[src/rtl/pcf_pkg.sv]
package pcf_pkg;

    typedef enum logic [2:0] {
        OP_SEQ      = 3'd0,
        OP_BR_OFF   = 3'd1,
        OP_BR_REG   = 3'd2,
        OP_BR_TAB   = 3'd3,
        OP_CALL_OFF = 3'd4,
        OP_CALL_REG = 3'd5,
        OP_TRAP     = 3'd6,
        OP_RETI     = 3'd7
    } op_kind_e;

    typedef enum logic [2:0] {
        ST_RUN    = 3'd0,
        ST_SLOT   = 3'd1,
        ST_CALL   = 3'd2,
        ST_POP_SR = 3'd3,
        ST_POP_LR = 3'd4,
        ST_CAP_LR = 3'd5,
        ST_JUMP   = 3'd6
    } seq_state_e;

endpackage

[src/rtl/pcf_target.sv]
module pcf_target
    import pcf_pkg::*;
#(
    parameter int ADDR_W = 16
) (
    input  op_kind_e            kind,
    input  logic                cond_bit,
    input  logic                truth_flag,
    input  logic [ADDR_W-1:0]   pc,
    input  logic [7:0]          imm8,
    input  logic [ADDR_W-1:0]   reg_val,
    output logic                is_branch,
    output logic                is_call,
    output logic                taken,
    output logic [ADDR_W-1:0]   target
);
    localparam int EXT_W = ADDR_W - 8;

    logic [ADDR_W-1:0] off_scaled;
    logic [ADDR_W-1:0] reg_scaled;
    logic              cond_ok;

    always_comb begin
        off_scaled = {{EXT_W{imm8[7]}}, imm8} << 1;
        reg_scaled = reg_val << 1;
        cond_ok    = !cond_bit || truth_flag;
        is_branch  = 1'b0;
        is_call    = 1'b0;
        target     = pc + ADDR_W'(2);
        case (kind)
            OP_BR_OFF:   begin is_branch = 1'b1; target = pc + off_scaled; end
            OP_BR_REG:   begin is_branch = 1'b1; target = reg_scaled;      end
            OP_BR_TAB:   begin is_branch = 1'b1; target = pc + reg_scaled; end
            OP_CALL_OFF: begin is_call   = 1'b1; target = pc + off_scaled; end
            OP_CALL_REG: begin is_call   = 1'b1; target = reg_scaled;      end
            default:     ;
        endcase
        taken = (is_branch || is_call) && cond_ok;
    end
endmodule

[src/rtl/pcf_irq.sv]
module pcf_irq #(
    parameter int TRAP_W = 4
) (
    input  logic              clk,
    input  logic              rst_n,
    input  logic              fire,
    input  logic [TRAP_W-1:0] num_in,
    output logic              irq_req,
    output logic [TRAP_W-1:0] irq_num
);
    typedef struct packed {
        logic              req;
        logic [TRAP_W-1:0] num;
    } irq_t;

    irq_t irq_d, irq_q;

    always_comb begin
        irq_d     = irq_q;
        irq_d.req = fire;
        if (fire) irq_d.num = num_in;
    end

    always_ff @(posedge clk) begin
        if (!rst_n) irq_q <= '0;
        else        irq_q <= irq_d;
    end

    assign irq_req = irq_q.req;
    assign irq_num = irq_q.num;


    irq_pulse_chk: assert property (@(posedge clk) disable iff (!rst_n)
        irq_req |-> $past(fire));
endmodule

[src/rtl/pc_flow_ctl.sv]
module pc_flow_ctl
    import pcf_pkg::*;
#(
    parameter int              ADDR_W   = 16,
    parameter int              SR_W     = 8,
    parameter int              TRAP_W   = 4,
    parameter logic [ADDR_W-1:0] RESET_PC = '0,
    parameter logic [ADDR_W-1:0] SP_RESET = 16'h0200
) (
    input  logic              clk,
    input  logic              rst_n,
    input  logic [2:0]        op_kind,
    input  logic              cond_bit,
    input  logic              truth_flag,
    input  logic [7:0]        imm8,
    input  logic [ADDR_W-1:0] reg_val,
    input  logic [ADDR_W-1:0] stk_rd_data,
    output logic [ADDR_W-1:0] pc,
    output logic              stall,
    output logic [ADDR_W-1:0] link,
    output logic [SR_W-1:0]   status,
    output logic [ADDR_W-1:0] sp,
    output logic              stk_rd_req,
    output logic [ADDR_W-1:0] stk_addr,
    output logic              irq_req,
    output logic [TRAP_W-1:0] irq_num
);
    localparam logic [ADDR_W-1:0] STEP_PC = ADDR_W'(2);
    localparam logic [ADDR_W-1:0] STEP_SP = ADDR_W'(4);

    typedef struct packed {
        seq_state_e        st;
        logic [ADDR_W-1:0] pc;
        logic [ADDR_W-1:0] lr;
        logic [ADDR_W-1:0] sp;
        logic [ADDR_W-1:0] tgt;
        logic [SR_W-1:0]   sr;
    } seq_t;

    seq_t s_d, s_q;

    op_kind_e          kind;
    logic              is_branch, is_call, taken;
    logic [ADDR_W-1:0] target;
    logic              trap_fire;

    assign kind = op_kind_e'(op_kind);

    pcf_target #(.ADDR_W(ADDR_W)) i_target (
        .kind       (kind),
        .cond_bit   (cond_bit),
        .truth_flag (truth_flag),
        .pc         (s_q.pc),
        .imm8       (imm8),
        .reg_val    (reg_val),
        .is_branch  (is_branch),
        .is_call    (is_call),
        .taken      (taken),
        .target     (target)
    );

    assign trap_fire = (s_q.st == ST_RUN) && (kind == OP_TRAP);

    pcf_irq #(.TRAP_W(TRAP_W)) i_irq (
        .clk     (clk),
        .rst_n   (rst_n),
        .fire    (trap_fire),
        .num_in  (imm8[TRAP_W-1:0]),
        .irq_req (irq_req),
        .irq_num (irq_num)
    );

    always_comb begin
        s_d        = s_q;
        stk_rd_req = 1'b0;
        stk_addr   = s_q.sp;
        case (s_q.st)
            ST_RUN: begin
                s_d.pc = s_q.pc + STEP_PC;
                if (taken && is_branch) begin
                    s_d.tgt = target;
                    s_d.st  = ST_SLOT;
                end else if (taken && is_call) begin
                    s_d.pc  = s_q.pc;
                    s_d.lr  = s_q.pc;
                    s_d.tgt = target;
                    s_d.st  = ST_CALL;
                end else if (kind == OP_RETI) begin
                    s_d.pc = s_q.pc;
                    s_d.st = ST_POP_SR;
                end
            end
            ST_SLOT, ST_CALL: begin
                s_d.pc = s_q.tgt;
                s_d.st = ST_RUN;
            end
            ST_POP_SR: begin
                stk_rd_req = 1'b1;
                s_d.sp     = s_q.sp + STEP_SP;
                s_d.st     = ST_POP_LR;
            end
            ST_POP_LR: begin
                stk_rd_req = 1'b1;
                s_d.sr     = stk_rd_data[SR_W-1:0];
                s_d.sp     = s_q.sp + STEP_SP;
                s_d.st     = ST_CAP_LR;
            end
            ST_CAP_LR: begin
                s_d.lr = stk_rd_data;
                s_d.st = ST_JUMP;
            end
            ST_JUMP: begin
                s_d.pc = s_q.lr;
                s_d.st = ST_RUN;
            end
            default: s_d.st = ST_RUN;
        endcase
    end

    always_ff @(posedge clk) begin
        if (!rst_n) begin
            s_q.st  <= ST_RUN;
            s_q.pc  <= RESET_PC;
            s_q.lr  <= '0;
            s_q.sp  <= SP_RESET;
            s_q.tgt <= '0;
            s_q.sr  <= '0;
        end else begin
            s_q <= s_d;
        end
    end

    assign pc     = s_q.pc;
    assign link   = s_q.lr;
    assign status = s_q.sr;
    assign sp     = s_q.sp;
    assign stall  = (s_q.st != ST_RUN) && (s_q.st != ST_SLOT);


    slot_addr_chk: assert property (@(posedge clk) disable iff (!rst_n)
        (s_q.st == ST_SLOT) |-> (pc == $past(pc) + STEP_PC));


    call_link_chk: assert property (@(posedge clk) disable iff (!rst_n)
        (s_q.st == ST_CALL) |-> (link == pc && stall));


    pop_step_chk: assert property (@(posedge clk) disable iff (!rst_n)
        stk_rd_req |=> (sp == $past(sp) + STEP_SP));


    hold_pc_chk: assert property (@(posedge clk) disable iff (!rst_n)
        (s_q.st == ST_POP_SR || s_q.st == ST_POP_LR || s_q.st == ST_CAP_LR)
        |=> $stable(pc));
endmodule

[config.mk]
export PLATFORM = sky130hd
export DESIGN_NAME = pc_flow_ctl
export DESIGN_NICKNAME = d
export VERILOG_FILES = /design/src/rtl/pcf_pkg.sv /design/src/rtl/pcf_target.sv /design/src/rtl/pcf_irq.sv /design/src/rtl/pc_flow_ctl.sv
export SDC_FILE = /design/constraint.sdc
export NUM_CORES = 1
export LEC_CHECK = 0
export BUFFER_PORTS_ARGS = -buffer_cell sky130_fd_sc_hd__buf_2
export CAP_MARGIN = 15
export CORE_AREA = 2 2 107 109
export DETAILED_ROUTE_END_ITERATION = 6
export DIE_AREA = 0 0 109 111
export PLACE_DENSITY = 0.87
export SLEW_MARGIN = 25
export SYNTH_ARGS = -nofsm -noshare
export SYNTH_HDL_FRONTEND = slang
export SYNTH_SLANG_ARGS = --single-unit
[constraint.sdc]
create_clock -name clk -period 3 [get_ports clk]
set_input_delay 0.45 -clock clk [delete_from_list [all_inputs] [get_ports clk]]
set_output_delay 0.45 -clock clk [all_outputs]
set_load 0.03 [all_outputs]
==> results of run 1 <==
==> synthesized netlist by cell type (4+ instances only) <==
cell type,number
a211oi_1,6
a21o_1,8
a21oi_1,58
a221o_1,5
a22oi_1,32
a31oi_1,7
a32oi_1,4
and3_1,7
buf_2,10
buf_4,72
clkbuf_1,21
dfxtp_1,78
ha_1,17
inv_1,14
mux2i_1,17
nand2_1,93
nand2b_1,13
nand3_1,17
nand4_1,5
nor2_1,52
nor2b_1,5
nor3_1,10
nor4_1,5
o211ai_1,5
o21ai_0,48
o22ai_1,4
o31ai_1,4
or2_2,4
xnor2_1,6
xor2_1,11
==> power by group <==
part,leakage (nW),total [mW],internal (mW),switching [mW]
combinational,1.89,0.592,0.227,0.365
sequential,0.633,1.13,1.08,0.0507
clock,0.177,1.33,0.897,0.429
==> state kept, by name, summed over array words and instances, names as in the netlist <==
name and cells:
sp 14, i_irq.irq_req 1, link 16, pc 16, s_q 19, i_irq.irq_num 4, status 8
==> stage by stage <==
step,instance area [um2],std cells
after floorplan,5300,693
after global placement,5590,874
after detailed placement,5590,874
after CTS,5950,890
after global routing,5950,890
final,5950,890
==> layout make-up <==
type / count / area share
Multi-Input combinational cell: 492 / 0.503
Sequential cell: 78 / 0.262
Timing Repair Buffer: 147 / 0.135
Clock buffer: 10 / 0.0385
Tap cell: 143 / 0.0301
Clock inverter: 6 / 0.0225
Inverter: 14 / 0.00883
==> cell families (layout without fill, tap and decap cells) <==
kind of cell,after synthesis,count (layout),synth area share
flops,78,78,0.296
fa+ha+maj,18,18,0.0441
mux,17,17,0.0322
other cells,1,4,0.000710
compound gates,202,202,0.245
simple gates,234,234,0.210
xor+xnor,17,17,0.0282
buf+inv,123,177,0.144
==> routing by layer <==
metal | GRT usage | share of wire
met1 | 0.337 | 0.46
met2 | 0.351 | 0.44
met3 | 0.0447 | 0.084
met4 | 0.0598 | 0.014
met5 | 0 | 0
==> worst paths after layout <==
check / start / slack (ns) / to / cells past startpoint
worst max-delay path: op_kind[2] / 0.32 / s_q[23] / 13
worst min-delay path: stk_rd_data[3] / 0.36 / status[3] / 3
worst max register to register: s_q[72] / 0.61 / pc[6] / 7
worst min register to register: status[4] / 0.45 / status[4] / 2
==> worst reg2reg max path, stage by stage, from the launching register on <==
cell and delay, ns:
dfxtp_1 0.54, nor3b_2 0.23, buf_4 0.17, a311o_1 0.59, nor4_1 0.14, a221o_1 0.29
a22oi_1 0.23, nor2_1 0.06
==> results.yml, run 1 <==
outcome:
  outcome: "finished, final reports clean"
timing:
  setup_tns_ns: 0
  timing.fmax_mhz: 373
  period_minus_slack_ns: 2.68
  timing.hold.ws_ns: 0.358
  rsz0062_at_grt: "no"
  tightestPinTransition_ns: 0.730
  timing.final.crit_share: 0.893
  hold_viol: 0
  slew_headroom: 0.513
  fin_skew_ns: 0.00675
  setup_slack_ns: 0.320
  finalSetupViolations: 0
  slew_viol_final: 0
clock_tree:
  cts_setup_buffers: 0
  clkTransAtPathRegs_ns: 0.06
  cts_tree: "yes"
  root_buffer: "clkbuf_16"
  htree_levels: 3
  cts_buffers: 9
  cts_max_path_buffers: 2
  cts_resized: 0
  clock_sinks: 78
  holdBufCountCts: 0
  clock_latency_ns: 0.34
cells_and_area:
  layout-drive-gt1-share: 0.236
  syn2layout_area_growth_pct: 12.7
  layout_commonest_cell: "buf_2"
  fin_nets: 807
  final_cell_mix: "buf_2, nand2_1, dfxtp_1, a21oi_1, nor2_1"
  antenna_cells: 0
  postLayoutCoreUtil: 0.537
  fill_cells: 1052
  multi_input_area_um2: 2990
  final-seq-area_um2: 1560
setup_path:
  path_cells: "buf_2, xor2_2, and2b_1, o21ai_0, ha_1, inv_1, fa_1, nand2b_1, a21oi_1, o221a_2, o21ai_0, mux2i_1, a31oi_1"
  worstPathArrival_ns: 2.90
  crit_type: "in -> reg"
  crit_family: "compound AO/OA/AOI/OAI gates"
  path_common_cell: "o21ai_0"
  cpMaxStageDelayCell: "fa_1"
  crit_required_ns: 3.22
  cp_num_buf_inv: 2
  start_kind: "input pin"
  cp-end-kind: "flip-flop"
  path_max_fanout: 5
  max_stage_delay_ns: 0.38
yosys:
  yosysWarnings: 0
  synth_top_area_share: 0.296
  yosysUniqueCellTypes: 66
  async_reset_ff_frac: 0
  synth_area_um2: 5280
  synthFlopType: "dfxtp_1"
  synth_seq_cells: 78
  synth.avg_cell_area_um2: 7.65
  synth_area_leaders: "dfxtp_1, buf_4, nand2_1"
  synthCells: 690
  ys_seq_area_frac: 0.296
  synth.largest_area_cell: "dfxtp_1"
  synth_edf_count: 0
route:
  vias: 5117
  post_drt_wl_per_cell_um: 15.7
  drc: 0
  ant_nets: 0
  wl_um: 14000
  viasPerCell: 5.75
  drtIter0Drc: 407
  drtPass1Iterations: 5
floorplan:
  ios: 126
  die_area_um2: 12100
  die_y_um: 111
  initial_core_util: 0.477
  num_rows: 39
  fp.dieW_um: 109
  core-area_um2: 11100
place:
  pre_cts_ws_ns: -0.0495
  place_congestion: 0.888
  post-dp-hpwl_um: 10500
  io_buffer_count: 120
global_routing:
  grt_first_pass_wirelength_um: 22400
  grt_max_degree: 39
  antenna_found_initial: 0
  first_global_vias: 4515
  globalRouteTotalUtil: 0.232
  grt-ovfl-total: 0
power_and_ir_drop:
  leakage_nw: 2.70
  ir_drop_mv: 0.298
  power_mw: 3.05
  p_per_area_nw_per_um2: 513
min_path:
  worst_hold_path_type: "in -> reg"
flow_run:
  cap_violations: 0
Note: power is estimated with default switching activity, not from simulation.
==> inputs of run 2 (changes only) <==
Clock period 3 ns to 2.4 ns, I/O delays scaled along.
==> results.yml, run 2 (same netlist as run 1, synthesis figures left out) <==
outcome:
  outcome: "finished, final reports clean"
global_routing:
  first_global_vias: 4628
  antenna_found_initial: 0
  grt_max_degree: 50
  globalRouteTotalUtil: 0.236
  grt-ovfl-total: 0
  grt_first_pass_wirelength_um: 23000
clock_tree:
  clkTransAtPathRegs_ns: 0.06
  cts_buffers: 9
  holdBufCountCts: 0
  cts_tree: "yes"
  cts_max_path_buffers: 2
  root_buffer: "clkbuf_16"
  clock_latency_ns: 0.34
  clock_sinks: 78
  htree_levels: 3
cells_and_area:
  final_cell_mix: "buf_2, nand2_1, dfxtp_1, buf_4, a21oi_1"
  antenna_cells: 0
  fin_nets: 840
  largest_register: "s_q"
  largest_register_ffs: 19
  layout_commonest_cell: "buf_2"
  final_cells: 922
  layout-drive-gt1-share: 0.290
  syn2layout_area_growth_pct: 17.7
  fill_cells: 1001
route:
  drtPass1Iterations: 5
  drtIter0Drc: 421
  viasPerCell: 5.66
  post_drt_wl_per_cell_um: 15.5
  ant_nets: 0
  wl_um: 14300
  vias: 5214
  drc: 0
place:
  place_inst: 906
  place_congestion: 0.973
  post-dp-hpwl_um: 10900
  io_buffer_count: 120
timing:
  timing.fmax_mhz: 438
  fin_skew_ns: 0.00650
  setup_tns_ns: 0
  rsz0062_at_grt: "yes"
  timing.final.crit_share: 0.952
  hold_viol: 0
  timing.hold.ws_ns: 0.276
  tightestPinTransition_ns: 0.673
  slew_viol_final: 0
  period_minus_slack_ns: 2.29
  finalSetupViolations: 0
  slew_headroom: 0.551
floorplan:
  fp.dieW_um: 109
  ios: 126
  num_rows: 39
  initial_core_util: 0.477
  die_area_um2: 12100
  core-area_um2: 11100
  die_y_um: 111
setup_path:
  max_stage_delay_ns: 0.34
  path_max_fanout: 7
  cpMaxStageDelayCell: "fa_2"
  ff2ff_path_depth: 9
  crit_required_ns: 2.65
  start_kind: "input pin"
  worstPathArrival_ns: 2.53
  path_cells: "buf_2, xor2_4, and2b_2, o21ai_2, ha_2, inv_2, fa_2, nand2b_4, buf_4, nand2b_1, a21oi_1, xnor2_1, a22oi_1, a211oi_1"
  crit_type: "in -> reg"
  cp-end-kind: "flip-flop"
flow_run:
  cap_violations: 0
min_path:
  worst_hold_path_type: "in -> reg"
  hold_depth: 3
power_and_ir_drop:
  ir_drop_mv: 0.364
  p_per_area_nw_per_um2: 556
  leakage_nw: 2.85
run 2: cell count changes in the layout (fill, tap and decap cells not counted), sizes merged:
cell and change:
buf +33, bufinv -4, clkinv +2, clkinvlp +1
run 2: what timing repair did:
action / 4_1_cts / 5_1_grt
resized for setup: 0 / 14
endpoints found under the hold margin: 0 / 0
setup buffers: 0 / 1
setup endpoints to repair: 0 / 9
run 2: layer usage:
metal / up-vias / global-route usage / wire length [um]
met5: - / 0 / 0
met1: 2435 / 0.343 / 6700
met4: 0 / 0.0564 / 223
li1: 2555 / - / -
met2: 206 / 0.354 / 6190
met3: 18 / 0.0523 / 1200
run 2: per-stage QoR:
step | power (mW) | utilization | worst slack (ns) | area (um2)
detailed placement | 2.24 | 0.532 | -0.301 | 5900
floorplan | 1.99 | - | -0.176 | 5390
global route | 3.63 | 0.561 | -0.0300 | 6220
finish | 3.45 | 0.561 | 0.115 | 6220
global placement | 2.22 | 0.532 | -0.253 | 5900
CTS | 3.45 | 0.555 | 0.0464 | 6150
run 2: final timing paths:
kind,endpoint,slack (ns),from
max,s_q[13],0.11,op_kind[0]
min,i_irq.irq_num[0],0.28,imm8[0]
max reg2reg,s_q[13],0.32,pc[2]
min reg2reg,status[1],0.45,status[1]
run 2: power by group:
group / switching, mW / internal, mW
clock: 0.523 / 0.687
sequential: 0.0673 / 1.35
combinational: 0.482 / 0.344
run 2: area by class of cell:
cell class | count | area [um2] | share of cell area
Sequential cell | 78 | 1560 | 0.251
Timing Repair Buffer | 180 | 1060 | 0.171
Multi-Input combinational cell | 492 | 3100 | 0.499
Clock buffer | 10 | 229 | 0.0368
Tap cell | 143 | 179 | 0.0288
Clock inverter | 5 | 27.5 | 0.00443
Inverter | 14 | 52.6 | 0.00845
run 2: critical path, delay by kind of cell:
| family | cells | cell delay [ns] |
|---|---|---|
| compound gates | 4 | 0.54 |
| fa+ha+maj | 2 | 0.53 |
| simple gates | 3 | 0.46 |
| xor+xnor | 2 | 0.32 |
| buf+inv | 3 | 0.30 |
==> inputs of run 3 (changes only) <==
Settings changed: ABC_CLOCK_PERIOD_IN_PS set to 2000, REMOVE_ABC_BUFFERS set to 1.
Clock period 2.4 ns to 2 ns, I/O delays scaled along.
==> results.yml, run 3 (same netlist as run 1, synthesis figures left out) <==
place:
  place_inst: 953
  place_congestion: 0.923
  io_buffer_count: 120
  post-dp-hpwl_um: 11900
  dpl_cell_area_um2: 6210
outcome:
  outcome: "complete, but fails checks"
  violations: "setup timing"
route:
  post_drt_wl_per_cell_um: 16.7
  drc: 0
  ant_nets: 0
  route.met2.wl_um: 7750
  wl_um: 16300
  viasPerCell: 5.71
  met3_length_um: 1270
  vias: 5547
  highest_layer: "met4"
  routedLengthMet1_um: 6610
  drtIter0Drc: 411
  drtPass1Iterations: 5
timing:
  fin_skew_ns: 0.0121
  slew_viol_final: 0
  setup_slack_ns: -0.226
  period_minus_slack_ns: 2.23
  slew_headroom: 0.520
  tightestPinTransition_ns: 0.719
  timing.fmax_mhz: 449
  rsz0062_at_grt: "yes"
  hold_viol: 0
  timing.final.crit_share: 1.11
  finalSetupViolations: 11
floorplan:
  initial_core_util: 0.477
  ios: 126
  num_rows: 39
  fp.dieW_um: 109
  die_y_um: 111
  die_area_um2: 12100
  core-area_um2: 11100
min_path:
  worst_hold_path_type: "in -> reg"
cells_and_area:
  largest_register: "s_q"
  final_cell_mix: "buf_2, buf_4, nand2_1, dfxtp_1, a21oi_1"
  layout-drive-gt1-share: 0.359
  fin_nets: 890
  syn2layout_area_growth_pct: 29.3
  fin_area_um2: 6830
  final_cells: 972
  layout_commonest_cell: "buf_2"
  antenna_cells: 0
  fill_cells: 922
  largest_register_ffs: 19
clock_tree:
  cts_buffers: 9
  cts_tree: "yes"
  htree_levels: 3
  clkTransAtPathRegs_ns: 0.06
  cts_max_path_buffers: 2
  clock_sinks: 78
  root_buffer: "clkbuf_16"
  clock_latency_ns: 0.34
power_and_ir_drop:
  leakage_nw: 3.16
  p_per_area_nw_per_um2: 669
  ir_drop_mv: 0.466
global_routing:
  grt-ovfl-total: 0
  antenna_found_initial: 0
  grt_max_degree: 25
  globalRouteTotalUtil: 0.270
  first_global_vias: 5299
  grt_first_pass_wirelength_um: 26000
setup_path:
  path_cells: "buf_8, xor2_2, and2b_2, buf_6, nand2_2, nand2_1, ha_1, o211ai_1, a21oi_4, o221a_4, o21ai_2, mux2i_1, a31oi_1"
  cp-end-kind: "flip-flop"
  worstPathArrival_ns: 2.44
  start_kind: "input pin"
  path_max_fanout: 5
  crit_type: "in -> reg"
  crit_required_ns: 2.22
  max_stage_delay_ns: 0.32
  cpMaxStageDelayCell: "o211ai_1"
flow_run:
  cap_violations: 0
run 3: cell types whose count changed in the layout (fill, tap and decap cells not counted), moves of 3 or more:
cell / before / now
ha_4: 1 / 4
ha_1: 14 / 9
buf_6: 0 / 8
dfxtp_1: 78 / 75
buf_4: 59 / 100
clkinv_2: 4 / 1
nor3_1: 10 / 7
dfxtp_2: 0 / 3
nor3_2: 0 / 3
run 3: power breakdown:
part / switching, mW / internal [mW]
sequential: 0.0682 / 1.62
combinational: 0.665 / 0.546
clock: 0.672 / 0.996
total: 1.41 / 3.16
run 3: through the flow:
step / worst slack, ns / power, mW / util / hold slack, ns / TNS (ns)
2_1_floorplan: -1.06 / 2.27 / - / 0.372 / -17.98
3_3_place_gp: -0.751 / 2.78 / 0.561 / 0.440 / -10.61
3_5_place_dp: -0.872 / 2.80 / 0.561 / 0.448 / -13.00
4_1_cts: -0.228 / 4.51 / 0.607 / 0.205 / -1.60
5_1_grt: -0.378 / 4.75 / 0.617 / 0.218 / -3.65
6_report: -0.226 / 4.57 / 0.617 / 0.211 / -2.25
run 3: area by class of cell:
class                      count  area [um2]  share of cell area
inverter                      14        52.6             0.00770
tap                          143         179              0.0262
sequential                    78        1570               0.229
clock inverter                 5        60.1             0.00879
timing repair buffer         230        1510               0.221
multi-input combinational    492        3230               0.473
clock buffer                  10         239              0.0350
run 3: layer usage:
| layer | GRT usage | vias up |
|---|---|---|
| met3 | 0.0558 | 41 |
| met5 | 0 | - |
| met4 | 0.126 | 0 |
| li1 | - | 2652 |
| met1 | 0.332 | 2592 |
| met2 | 0.446 | 262 |
run 3: path summary, 6_finish.rpt:
| check | startpoint | end | slack, ns | cells past startpoint |
|---|---|---|---|---|
| worst max-delay path | op_kind[0] | s_q[23] | -0.23 | 13 |
| worst min-delay path | imm8[2] | i_irq.irq_num[2] | 0.21 | 3 |
| worst max register to register | s_q[72] | s_q[22] | -0.13 | 6 |
| worst min register to register | status[7] | status[7] | 0.46 | 2 |
run 3: what timing repair did:
action | 4_1_cts | 5_1_grt
hold buffers | 0 | 0
gates resized for setup | 43 | 23
pin swaps | 28 | 16
setup endpoints to repair | 16 | 24
buffers inserted | 3 | 1
run 3: worst max-delay path: cells and delay by family:
kind | cells | cell delay [ns]
AOI/OAI and AO/OA | 5 | 0.89
muxes | 1 | 0.20
and+or+nand+nor | 3 | 0.34
xor gates and xnor gates | 1 | 0.17
adders and majority gates | 1 | 0.29
buffers and inverters | 2 | 0.25
